[src/rtl/eewr_pkg.sv]
package eewr_pkg;

  typedef enum logic [3:0] {
    ST_PWR,   // power-up wait
    ST_IDLE,  // ready for a request
    ST_WSET,  // write: address/data/OE-high setup
    ST_WPUL,  // write: WE low
    ST_WHLD,  // write: hold after WE rise
    ST_PGAP,  // poll: strobes high, bus released
    ST_PRD,   // poll: CE/OE low, sample at end
    ST_RRD,   // read: CE/OE low, sample at end
    ST_RGAP   // read: recovery before idle
  } eewr_st_e;

  function automatic int imax(input int a, input int b);
    return (a > b) ? a : b;
  endfunction

endpackage

[src/rtl/eewr_phase_tmr.sv]
// Short down-counter timing each bus phase; zero marks the last cycle.
module eewr_phase_tmr #(
  parameter int W = 5
) (
  input  logic         clk,
  input  logic         rst_n,
  input  logic         load,
  input  logic [W-1:0] ld_val,
  output logic         zero
);

  logic [W-1:0] cnt_q;
  logic [W-1:0] cnt_d;

  always_comb begin
    cnt_d = cnt_q;
    if (load)
      cnt_d = ld_val;
    else if (cnt_q != '0)
      cnt_d = cnt_q - 1'b1;
  end

  always_ff @(posedge clk or negedge rst_n) begin
    if (!rst_n)
      cnt_q <= '0;
    else
      cnt_q <= cnt_d;
  end

  assign zero = (cnt_q == '0);

endmodule

[src/rtl/eewr_span_tmr.sv]
// Long interval counter; expired once LIMIT cycles have passed since load
// (or since reset when START_AT_RESET is set).
module eewr_span_tmr #(
  parameter int LIMIT          = 1000,
  parameter bit START_AT_RESET = 1'b0
) (
  input  logic clk,
  input  logic rst_n,
  input  logic start,
  output logic expired
);

  localparam int CW = $clog2(LIMIT + 1);
  localparam logic [CW-1:0] LD_VAL = CW'(LIMIT - 1);
  localparam logic [CW-1:0] RST_VAL = START_AT_RESET ? LD_VAL : '0;

  logic [CW-1:0] cnt_q;
  logic [CW-1:0] cnt_d;

  always_comb begin
    cnt_d = cnt_q;
    if (start)
      cnt_d = LD_VAL;
    else if (cnt_q != '0)
      cnt_d = cnt_q - 1'b1;
  end

  always_ff @(posedge clk or negedge rst_n) begin
    if (!rst_n)
      cnt_q <= RST_VAL;
    else
      cnt_q <= cnt_d;
  end

  assign expired = (cnt_q == '0);

endmodule

[src/rtl/eewr_seq.sv]
module eewr_seq
  import eewr_pkg::*;
#(
  parameter int ADDR_W    = 11,
  parameter int PWRUP_CYC = 2_500_000, // 20 ms at 125 MHz
  parameter int OES_CYC   = 2,         // OE high before WE falls
  parameter int AS_CYC    = 2,         // address setup before WE falls
  parameter int WP_CYC    = 19,        // WE low width
  parameter int DH_CYC    = 2,         // data hold after WE rises
  parameter int OEH_CYC   = 2,         // OE high after WE rises
  parameter int ACC_CYC   = 26,        // CE/OE low before sampling
  parameter int GAP_CYC   = 2,         // strobes high between reads
  parameter int TMO_CYC   = 1_250_000  // 10 ms write limit
) (
  input  logic              clk,
  input  logic              rst_n,
  input  logic              req_valid,
  output logic              req_ready,
  input  logic              req_write,
  input  logic [ADDR_W-1:0] req_addr,
  input  logic [7:0]        req_wdata,
  output logic              done,
  output logic [7:0]        rd_data,
  output logic              timeout_err,
  output logic              mem_ce_n,
  output logic              mem_oe_n,
  output logic              mem_we_n,
  output logic [ADDR_W-1:0] mem_addr,
  output logic [7:0]        mem_dq_out,
  output logic              mem_dq_oe,
  input  logic [7:0]        mem_dq_in
);

  localparam int SET_LEN = imax(OES_CYC, AS_CYC);
  localparam int HLD_LEN = imax(DH_CYC, OEH_CYC);
  localparam int PH_MAX  = imax(imax(SET_LEN, HLD_LEN),
                                imax(imax(WP_CYC, ACC_CYC), GAP_CYC));
  localparam int PH_W    = $clog2(PH_MAX + 1);
  localparam int POLL_BIT = 7;

  eewr_st_e          st_q, st_d;
  logic [ADDR_W-1:0] addr_q;
  logic [7:0]        wdat_q;
  logic [7:0]        rd_q;
  logic              done_q, err_q;

  logic              accept, cap, finish, finish_err;
  logic              ph_load, ph_zero, tmo_start, tmo_exp, pwr_exp;
  logic [PH_W-1:0]   ph_val;

  // ---------------- timers ----------------
  eewr_phase_tmr #(.W(PH_W)) u_phase (
    .clk    (clk),
    .rst_n  (rst_n),
    .load   (ph_load),
    .ld_val (ph_val),
    .zero   (ph_zero)
  );

  eewr_span_tmr #(.LIMIT(PWRUP_CYC), .START_AT_RESET(1'b1)) u_pwrup (
    .clk     (clk),
    .rst_n   (rst_n),
    .start   (1'b0),
    .expired (pwr_exp)
  );

  eewr_span_tmr #(.LIMIT(TMO_CYC), .START_AT_RESET(1'b0)) u_wlimit (
    .clk     (clk),
    .rst_n   (rst_n),
    .start   (tmo_start),
    .expired (tmo_exp)
  );

  // ---------------- next state ----------------
  assign accept    = (st_q == ST_IDLE) && req_valid;
  assign tmo_start = (st_q == ST_WPUL) && ph_zero;

  always_comb begin
    st_d       = st_q;
    cap        = 1'b0;
    finish     = 1'b0;
    finish_err = 1'b0;
    unique case (st_q)
      ST_PWR:  if (pwr_exp) st_d = ST_IDLE;
      ST_IDLE: if (req_valid) st_d = req_write ? ST_WSET : ST_RRD;
      ST_WSET: if (ph_zero) st_d = ST_WPUL;
      ST_WPUL: if (ph_zero) st_d = ST_WHLD;
      ST_WHLD: if (ph_zero) st_d = ST_PGAP;
      ST_PGAP: if (ph_zero) st_d = ST_PRD;
      ST_PRD: begin
        if (ph_zero) begin
          cap = 1'b1;
          if (mem_dq_in[POLL_BIT] == wdat_q[POLL_BIT]) begin
            finish = 1'b1;
            st_d   = ST_IDLE;
          end else if (tmo_exp) begin
            finish     = 1'b1;
            finish_err = 1'b1;
            st_d       = ST_IDLE;
          end else begin
            st_d = ST_PGAP;
          end
        end
      end
      ST_RRD: begin
        if (ph_zero) begin
          cap    = 1'b1;
          finish = 1'b1;
          st_d   = ST_RGAP;
        end
      end
      ST_RGAP: if (ph_zero) st_d = ST_IDLE;
      default: st_d = ST_IDLE;
    endcase
  end

  // phase length for the state being entered
  assign ph_load = (st_d != st_q);

  always_comb begin
    unique case (st_d)
      ST_WSET:          ph_val = PH_W'(SET_LEN - 1);
      ST_WPUL:          ph_val = PH_W'(WP_CYC - 1);
      ST_WHLD:          ph_val = PH_W'(HLD_LEN - 1);
      ST_PGAP, ST_RGAP: ph_val = PH_W'(GAP_CYC - 1);
      ST_PRD, ST_RRD:   ph_val = PH_W'(ACC_CYC - 1);
      default:          ph_val = '0;
    endcase
  end

  // ---------------- registers ----------------
  always_ff @(posedge clk or negedge rst_n) begin
    if (!rst_n) begin
      st_q   <= ST_PWR;
      done_q <= 1'b0;
      err_q  <= 1'b0;
    end else begin
      st_q   <= st_d;
      done_q <= finish;
      err_q  <= finish_err;
    end
  end

  always_ff @(posedge clk or negedge rst_n) begin
    if (!rst_n) begin
      addr_q <= '0;
      wdat_q <= '0;
    end else if (accept) begin
      addr_q <= req_addr;
      wdat_q <= req_wdata;
    end
  end

  always_ff @(posedge clk or negedge rst_n) begin
    if (!rst_n)
      rd_q <= '0;
    else if (cap)
      rd_q <= mem_dq_in;
  end

  // ---------------- outputs ----------------
  assign req_ready   = (st_q == ST_IDLE);
  assign done        = done_q;
  assign timeout_err = err_q;
  assign rd_data     = rd_q;
  assign mem_addr    = addr_q;
  assign mem_dq_out  = wdat_q;
  assign mem_ce_n    = !(st_q inside {ST_WSET, ST_WPUL, ST_WHLD, ST_PRD, ST_RRD});
  assign mem_oe_n    = !(st_q inside {ST_PRD, ST_RRD});
  assign mem_we_n    = (st_q != ST_WPUL);
  assign mem_dq_oe   = (st_q inside {ST_WSET, ST_WPUL, ST_WHLD});

  // ---------------- assertions ----------------

  pwr_wait_chk: assert property (@(posedge clk) disable iff (!rst_n)
    !pwr_exp |-> (!req_ready && mem_ce_n && mem_we_n));


  we_gate_chk: assert property (@(posedge clk) disable iff (!rst_n)
    !mem_we_n |-> (!mem_ce_n && mem_oe_n));


  addr_hold_chk: assert property (@(posedge clk) disable iff (!rst_n)
    (!mem_ce_n && $past(!mem_ce_n)) |-> $stable(mem_addr));


  we_data_chk: assert property (@(posedge clk) disable iff (!rst_n)
    !mem_we_n |-> mem_dq_oe);


  done_pulse_chk: assert property (@(posedge clk) disable iff (!rst_n)
    done |=> !done);


  err_with_done_chk: assert property (@(posedge clk) disable iff (!rst_n)
    timeout_err |-> done);


  busy_ready_chk: assert property (@(posedge clk) disable iff (!rst_n)
    !mem_ce_n |-> !req_ready);


  bus_free_chk: assert property (@(posedge clk) disable iff (!rst_n)
    !mem_oe_n |-> !mem_dq_oe);

endmodule

[config.mk]
export PLATFORM = sky130hd
export DESIGN_NAME = eewr_seq
export DESIGN_NICKNAME = d
export VERILOG_FILES = /design/src/rtl/eewr_pkg.sv /design/src/rtl/eewr_phase_tmr.sv /design/src/rtl/eewr_span_tmr.sv /design/src/rtl/eewr_seq.sv
export SDC_FILE = /design/constraint.sdc
export NUM_CORES = 1
export LEC_CHECK = 0
export BUFFER_PORTS_ARGS = -buffer_cell sky130_fd_sc_hd__buf_4
export CAP_MARGIN = 0
export CORE_ASPECT_RATIO = 0.7
export CORE_MARGIN = 2
export CORE_UTILIZATION = 56
export DETAILED_ROUTE_END_ITERATION = 10
export PLACE_DENSITY_LB_ADDON = 0.25
export SLEW_MARGIN = 0
export SYNTH_ARGS = -nofsm -noshare
export SYNTH_HDL_FRONTEND = slang
export SYNTH_SLANG_ARGS = --single-unit
[constraint.sdc]
create_clock -name clk -period 3.5 [get_ports clk]
set_clock_uncertainty 0.2 [all_clocks]
set_input_delay 0.35 -clock clk [delete_from_list [all_inputs] [get_ports clk]]
set_output_delay 0.35 -clock clk [all_outputs]
set_load 0.01 [all_outputs]
### After elaboration in Yosys (flattened, before gate mapping)

Cells that the tools add are included.

| word-level totals | value |
|---|---|
| register bits after elaboration | 81 |
| output and inout bits | 34 |

| operators by class | value |
|---|---|
| add/subtract/negate cells | 3 |
| equal/unequal tests | 18 |
| mux-type cells | 27 |
| reduce and logical (&&, ||, !) cells | 19 |

Operators with widths:

| cell | number |
|---|---|
| $mux W21 | 2 |
| $mux W4 | 9 |
| $pmux W4 S9 | 1 |
| $eq A4 B3 Y1 const B | 8 |
| $logic_not A22 Y1 | 1 |
| $reduce_bool A22 Y1 | 1 |
| $sub A22 B1 Y22 const B | 1 |
| $logic_not A21 Y1 | 1 |
| $reduce_bool A21 Y1 | 1 |
| $sub A21 B1 Y21 const B | 1 |
| $eq A4 B2 Y1 const B | 4 |
| $pmux W5 S3 | 1 |
| $mux W5 | 2 |
| $reduce_bool A5 Y1 | 2 |
| $mux W3 | 3 |
| $eq A4 B4 Y1 const B | 2 |
| $mux W1 | 8 |
| $reduce_bool A2 Y1 | 3 |
| $logic_not A5 Y1 | 1 |
| $sub A5 B1 Y5 const B | 1 |
| $eq A4 B1 Y1 const B | 1 |
| $logic_not A4 Y1 | 1 |
| $ne A4 B2 Y1 const B | 1 |
| $ne A4 B4 Y1 | 1 |
| 7 further kinds | 10 |

### Logic depth before layout (Yosys ltp)

| depth | value |
|---|---|
| depth in word-level cells | 9 |
| mapped depth | 9 |
| gate-level depth less buffers | 8 |

### Hierarchy

From an unflattened synthesis, not the netlist that was laid out.

| unflattened totals | value |
|---|---|
| cells, all modules | 428 |
| area, all modules | 4267.8 um^2 |

By module, submodules not included:

| module | instances | cells each | area each (um^2) | sequential area each (um^2) |
|---|---|---|---|---|
| eewr_seq | 1 | 135 | 1486.4 | 825.8 |
| eewr_span_tmr (u_wlimit) | 1 | 141 | 1277.5 | 525.5 |
| eewr_span_tmr (u_pwrup) | 1 | 125 | 1224.9 | 565.5 |
| eewr_phase_tmr | 1 | 27 | 279.0 | 125.1 |

### Least setup slack after synthesis

Ideal clock, no wire load.

| timing path | value |
|---|---|
| path kind | reg-to-reg |
| from | register u_pwrup.cnt_q[11] |
| to | register u_phase.cnt_q[0] |
| data arrival time | 2.260 ns |
| setup slack | 0.904 ns |
| cell stages (with the launch flop) | 8 |
| buffers on the path | 1 |
| period minus slack after synthesis | 2.596 ns |
| cell sequence | dfrtp_1 or4_4 or3_1 buf_2 or3_4 a221oi_4 nand2b_1 a31oi_1 |

| between the ends | value |
|---|---|
| word-level cells in the longest chain between the ends | 7 |

RTL lines:

| element | line | source |
|---|---|---|
| start, declared | eewr_span_tmr.sv:17 | `logic [CW-1:0] cnt_q;` |
| start signal, assigned | eewr_span_tmr.sv:32 | `cnt_q <= cnt_d;` |
| $logic_not A22 Y1 (*) | eewr_span_tmr.sv:35 | `assign expired = (cnt_q == '0);` |
| $mux W4 (*) | eewr_seq.sv:84 | `ST_PWR: if (pwr_exp) st_d = ST_IDLE;` |
| $pmux W4 S9 (*) | eewr_seq.sv:83 | `unique case (st_q)` |
| named net st_d[0] | eewr_seq.sv:41 | `eewr_st_e st_q, st_d;` |
| $eq A4 B3 Y1, or another cell as far along | eewr_seq.sv:121 | `unique case (st_d)` |
| $reduce_or A4 Y1 (no source line) / $reduce_or A2 Y1 (equally long branches) | - |  |
| $pmux W5 S3 | eewr_seq.sv:121 |  |
| $mux W5 | eewr_phase_tmr.sv:17 | `if (load)` |
| end signal, assigned | eewr_phase_tmr.sv:27 | `cnt_q <= cnt_d;` |
| end, declared | eewr_phase_tmr.sv:12 | `logic [W-1:0] cnt_q;` |

The timed path passes the listed nets; every way through them passes the cells marked *.
A chain may end at the register's enable or synchronous reset.

### Final worst setup path

| timing path | value |
|---|---|
| from | register u_wlimit.cnt_q[0] |
| to | register u_phase.cnt_q[0] |

| between the ends | value |
|---|---|
| word-level cells in the longest chain between the ends | 9 |

RTL lines:

| element | line | source |
|---|---|---|
| start, declared | eewr_span_tmr.sv:17 |  |
| start signal, assigned | eewr_span_tmr.sv:32 |  |
| $logic_not A21 Y1 (*) | eewr_span_tmr.sv:35 |  |
| $mux W3 (*) | eewr_seq.sv:96 | `end else if (tmo_exp) begin` |
| $mux W3 (*) | eewr_seq.sv:93 | `if (mem_dq_in[POLL_BIT] == wdat_q[POLL_BIT]) begin` |
| $mux W4 (*) | eewr_seq.sv:91 | `if (ph_zero) begin` |
| $pmux W4 S9 (*) | eewr_seq.sv:83 |  |
| named net st_d[2] | eewr_seq.sv:41 |  |
| $eq A4 B3 Y1, or another cell as far along | eewr_seq.sv:121 |  |
| $reduce_or A4 Y1 (no source line) / $reduce_or A2 Y1 (equally long branches) | - |  |
| $pmux W5 S3 | eewr_seq.sv:121 |  |
| $mux W5 | eewr_phase_tmr.sv:17 |  |

Marks and branches as above.

==> out/results.tsv <==
stage	metric	value	unit
sta	RSZ-0062 raised after global routing	false	
drt	wire per inst	15.6	um
setup_path	type of the worst setup path	reg -> reg	
synthesis	EDFF count, synth	0	
setup_path	Cell Chain, Critical Path	inv_1, ha_1, or4b_2, nor4_1, nand2_1, a31o_2, nor3b_1, a31oi_1	
global_route	first-pass GRT wire length	13700	um
synthesis	syn_nets	395	
setup_path	critical path peak fanout	10	
synthesis	area fraction of the dominant cell type after synthesis	0.447	
drt	final WL	8190	um
drt	Via-to-Cell Ratio	5.54	
synthesis	largest family of logic cells by synthesized area	simple AND/OR/NAND/NOR gates	
finish	Final Cell Area	4660	um^2
synthesis	area leader, netlist	dfrtp_1	
synthesis	synthesized area per cell	10.8	um^2
synthesis	ys flop type	dfrtp_1	
clock_tree	Clock Sinks	81	
synthesis	simple-gate portion of the synthesized area	0.198	
sta	post-route setup slack	0.638	ns
finish	Post-Layout Cell Count	524	
synthesis	async set or reset register ratio after synthesis	1.00	
synthesis	Syn Inst Count	359	
power_and_ir_drop	Pint	2.42	mW
synthesis	Synth area leaders	dfrtp_1, dfstp_2, mux2_2, xnor2_1, nor2_1	
setup_path	CP Data Required Time	3.51	ns
sta	f_max	349	MHz
floorplanning	core area	6730	um^2
setup_path	Critical Path AT	2.88	ns
sta	crit share post-route	0.818	
place	placed cell area	4430	um^2
outcome	status	complete, no violations	
place	RD Place Congestion	0.883	
synthesis	Unique masters post-synth	47	
power_and_ir_drop	VDD IR max	0.517	mV
floorplanning	Std-Cell Rows	25	
setup_path	crit path from	u_wlimit.cnt_q[0]	
clock_tree	setup bufs post-CTS	0	
run	Max-cap violations	0	
floorplanning	Die Height	73.5	um
sta	Slew @ Worst Pin	1.01	ns
clock_tree	CTS Root Cell	clkbuf_8	
clock_tree	Clock Latency Late Sink	0.36	ns
synthesis	sequential area share after synthesis	0.529	
floorplanning	I/O pins	65	
sta	Max Slew Vio Count	0	
power_and_ir_drop	switching share of power	0.354	
finish	Antenna Diode Count	0	
power_and_ir_drop	switching pwr	1.33	mW
sta	worst rel slew slack	0.327	
global_route	pin count of the biggest net entering global routing	82	
floorplanning	Die Wd	103	um
finish	final core occ	0.694	
synthesis	synth warn	0	
drt	routed wl met3	604	um
power_and_ir_drop	pwr dens	803	nW/um^2
finish	fillers	503	
place	pre-CTS WS	0.655	ns
clock_tree	H-tree depth	3	
drt	DRT Pass-1 Iters	5	
finish	share of cells above drive strength 1	0.307	
finish	Final #Nets	461	
power_and_ir_drop	clock power share	0.203	
finish	synthesis-to-layout area growth	20.8	%
setup_path	peak per-stage delay on the critical path	0.61	ns
drt	initial DRC count	158	
sta	Setup Total Neg Slack	0	ns
synthesis	Synth Area in XOR/XNOR	0.0794	
drt	Detail Route met2 WL	3680	um
global_route	Overflow after GRT	0	
synthesis	synthesized cell area	3860	um^2
drt	vias after detailed routing	2902	
setup_path	RR Startpoint	u_wlimit.cnt_q[0]	
sta	worst hold margin	0.0189	ns
drt	met1 wire length	3810	um
setup_path	Critical Path Slowest Stage Cell	or4b_2	
clock_tree	Max Buffers Root-to-Sink	2	
setup_path	Setup crit start kind	register	
synthesis	Synth Area in Compound Gates	0.0739	
floorplanning	initial core utilization	0.574	
sta	Final Hold Viols	0	
drt	Final ANT Viol Nets	0	
clock_tree	CTS tree	built	
setup_path	CP endpoint kind	register	
sta	Final setup viols	0	
power_and_ir_drop	Leak Pwr	2.16	nW
power_and_ir_drop	Combinational Power Share	0.381	
drt	top layer in use	met4	
global_route	total track usage	0.237	
place	Placed Instances	507	
place	Port-buffer cells	64	
clock_tree	clock transition at the registers of the reported paths	0.09	ns
drt	DR DRC count	0	
synthesis	Synth Area in Adders	0.0162	
synthesis	multiplexer area fraction after synthesis	0.0839	
finish	commonest non-fill, non-tap cells in the layout	dfrtp_1, buf_4, nor2_1	
power_and_ir_drop	Pwr Total	3.75	mW
hold_path	worst hold start	req_addr[8]	
global_route	initial antenna violation count	0	
finish	most common cell after layout, fill and taps aside	dfrtp_1	
floorplanning	die area	7590	um^2
global_route	vias in the first global route	2880	
clock_tree	TritonCTS buffer count	9	
hold_path	worst min-delay path class	in -> reg	
sta	Final Critical Period	2.86	ns
power_and_ir_drop	Sequential Power Share	0.416	
synthesis	Yosys reg bits	81	
place	HPWL after DPL	6010	um
[worst paths after layout]
check / cells past startpoint / to / slack (ns)
min in group asynchronous: 2 / mem_addr[0] / 0.49
hold / removal: 2 / mem_addr[8] / 0.02
hold reg to reg: 1 / u_pwrup.cnt_q[15] / 0.27
setup reg to reg: 8 / u_phase.cnt_q[0] / 0.64
setup / recovery: 8 / u_phase.cnt_q[0] / 0.64
max in group asynchronous: 2 / u_pwrup.cnt_q[16] / 1.93
[flip-flops by register name, summed over array words and instances (netlist names)]
signal,cells
u_pwrup.cnt_q,22
u_wlimit.cnt_q,21
mem_addr,11
mem_dq_out,8
rd_data,8
u_phase.cnt_q,5
st_q,4
done,1
timeout_err,1
[power by group through the flow]
stage | combinational (mW) | sequential (mW) | clock [mW]
floorplan | 0.883 | 1.55 | 0
global placement | 1.38 | 1.55 | 0
detailed placement | 1.43 | 1.56 | 0
CTS | 1.44 | 1.55 | 0.781
global route | 1.59 | 1.61 | 0.815
finish | 1.43 | 1.56 | 0.762
[cells in the mapped netlist, drive strengths merged (3+ instances only)]
cell / instances
o21ai: 14
mux2: 27
ha: 5
nand2b: 3
or3: 6
clkbuf: 9
nor3: 20
o31ai: 3
nand2: 31
dfstp: 12
a21o: 3
inv: 9
nor2b: 4
a31oi: 3
nor4: 9
or4: 10
a21oi: 7
nand3: 15
xnor2: 23
dfrtp: 69
nor2: 38
xor2: 12
[worst max-delay path: cells and delay by family (launching register included)]
family                     cells  cell delay [ns]
AOI/OAI and AO/OA              2             0.47
adders and majority gates      1             0.17
buffers and inverters          1             0.09
DFF                            1             0.42
and+or+nand+nor                4             1.39
[layout make-up]
class                      count  area [um^2]  share of cell area
sequential                    81         2040               0.438
multi-input combinational    258         1740               0.374
timing repair buffer          66          498               0.107
clock buffer                  10          138              0.0295
tap                           94          118              0.0252
clock inverter                 6         91.3              0.0196
inverter                       9         33.8             0.00724
[cells by family after synthesis]
group | after synthesis
AOI/OAI and AO/OA | 41
xor gates and xnor gates | 35
adders and majority gates | 5
buffers and inverters | 20
DFF | 81
muxes | 29
and+or+nand+nor | 148
[what timing repair did]
item / in CTS / in global routing
gates resized for setup: 0 / 0
endpoints found under the setup margin: 0 / 0
hold buffers: 1 / 0
endpoints found under the hold margin: 35 / 0
[per-layer routing]
metal,vias up,GRT usage
met3,11,0.0932
met2,93,0.346
li1,1397,-
met4,0,0.0658
met5,-,0
met1,1401,0.332
Power figures use the tool's default switching activity.
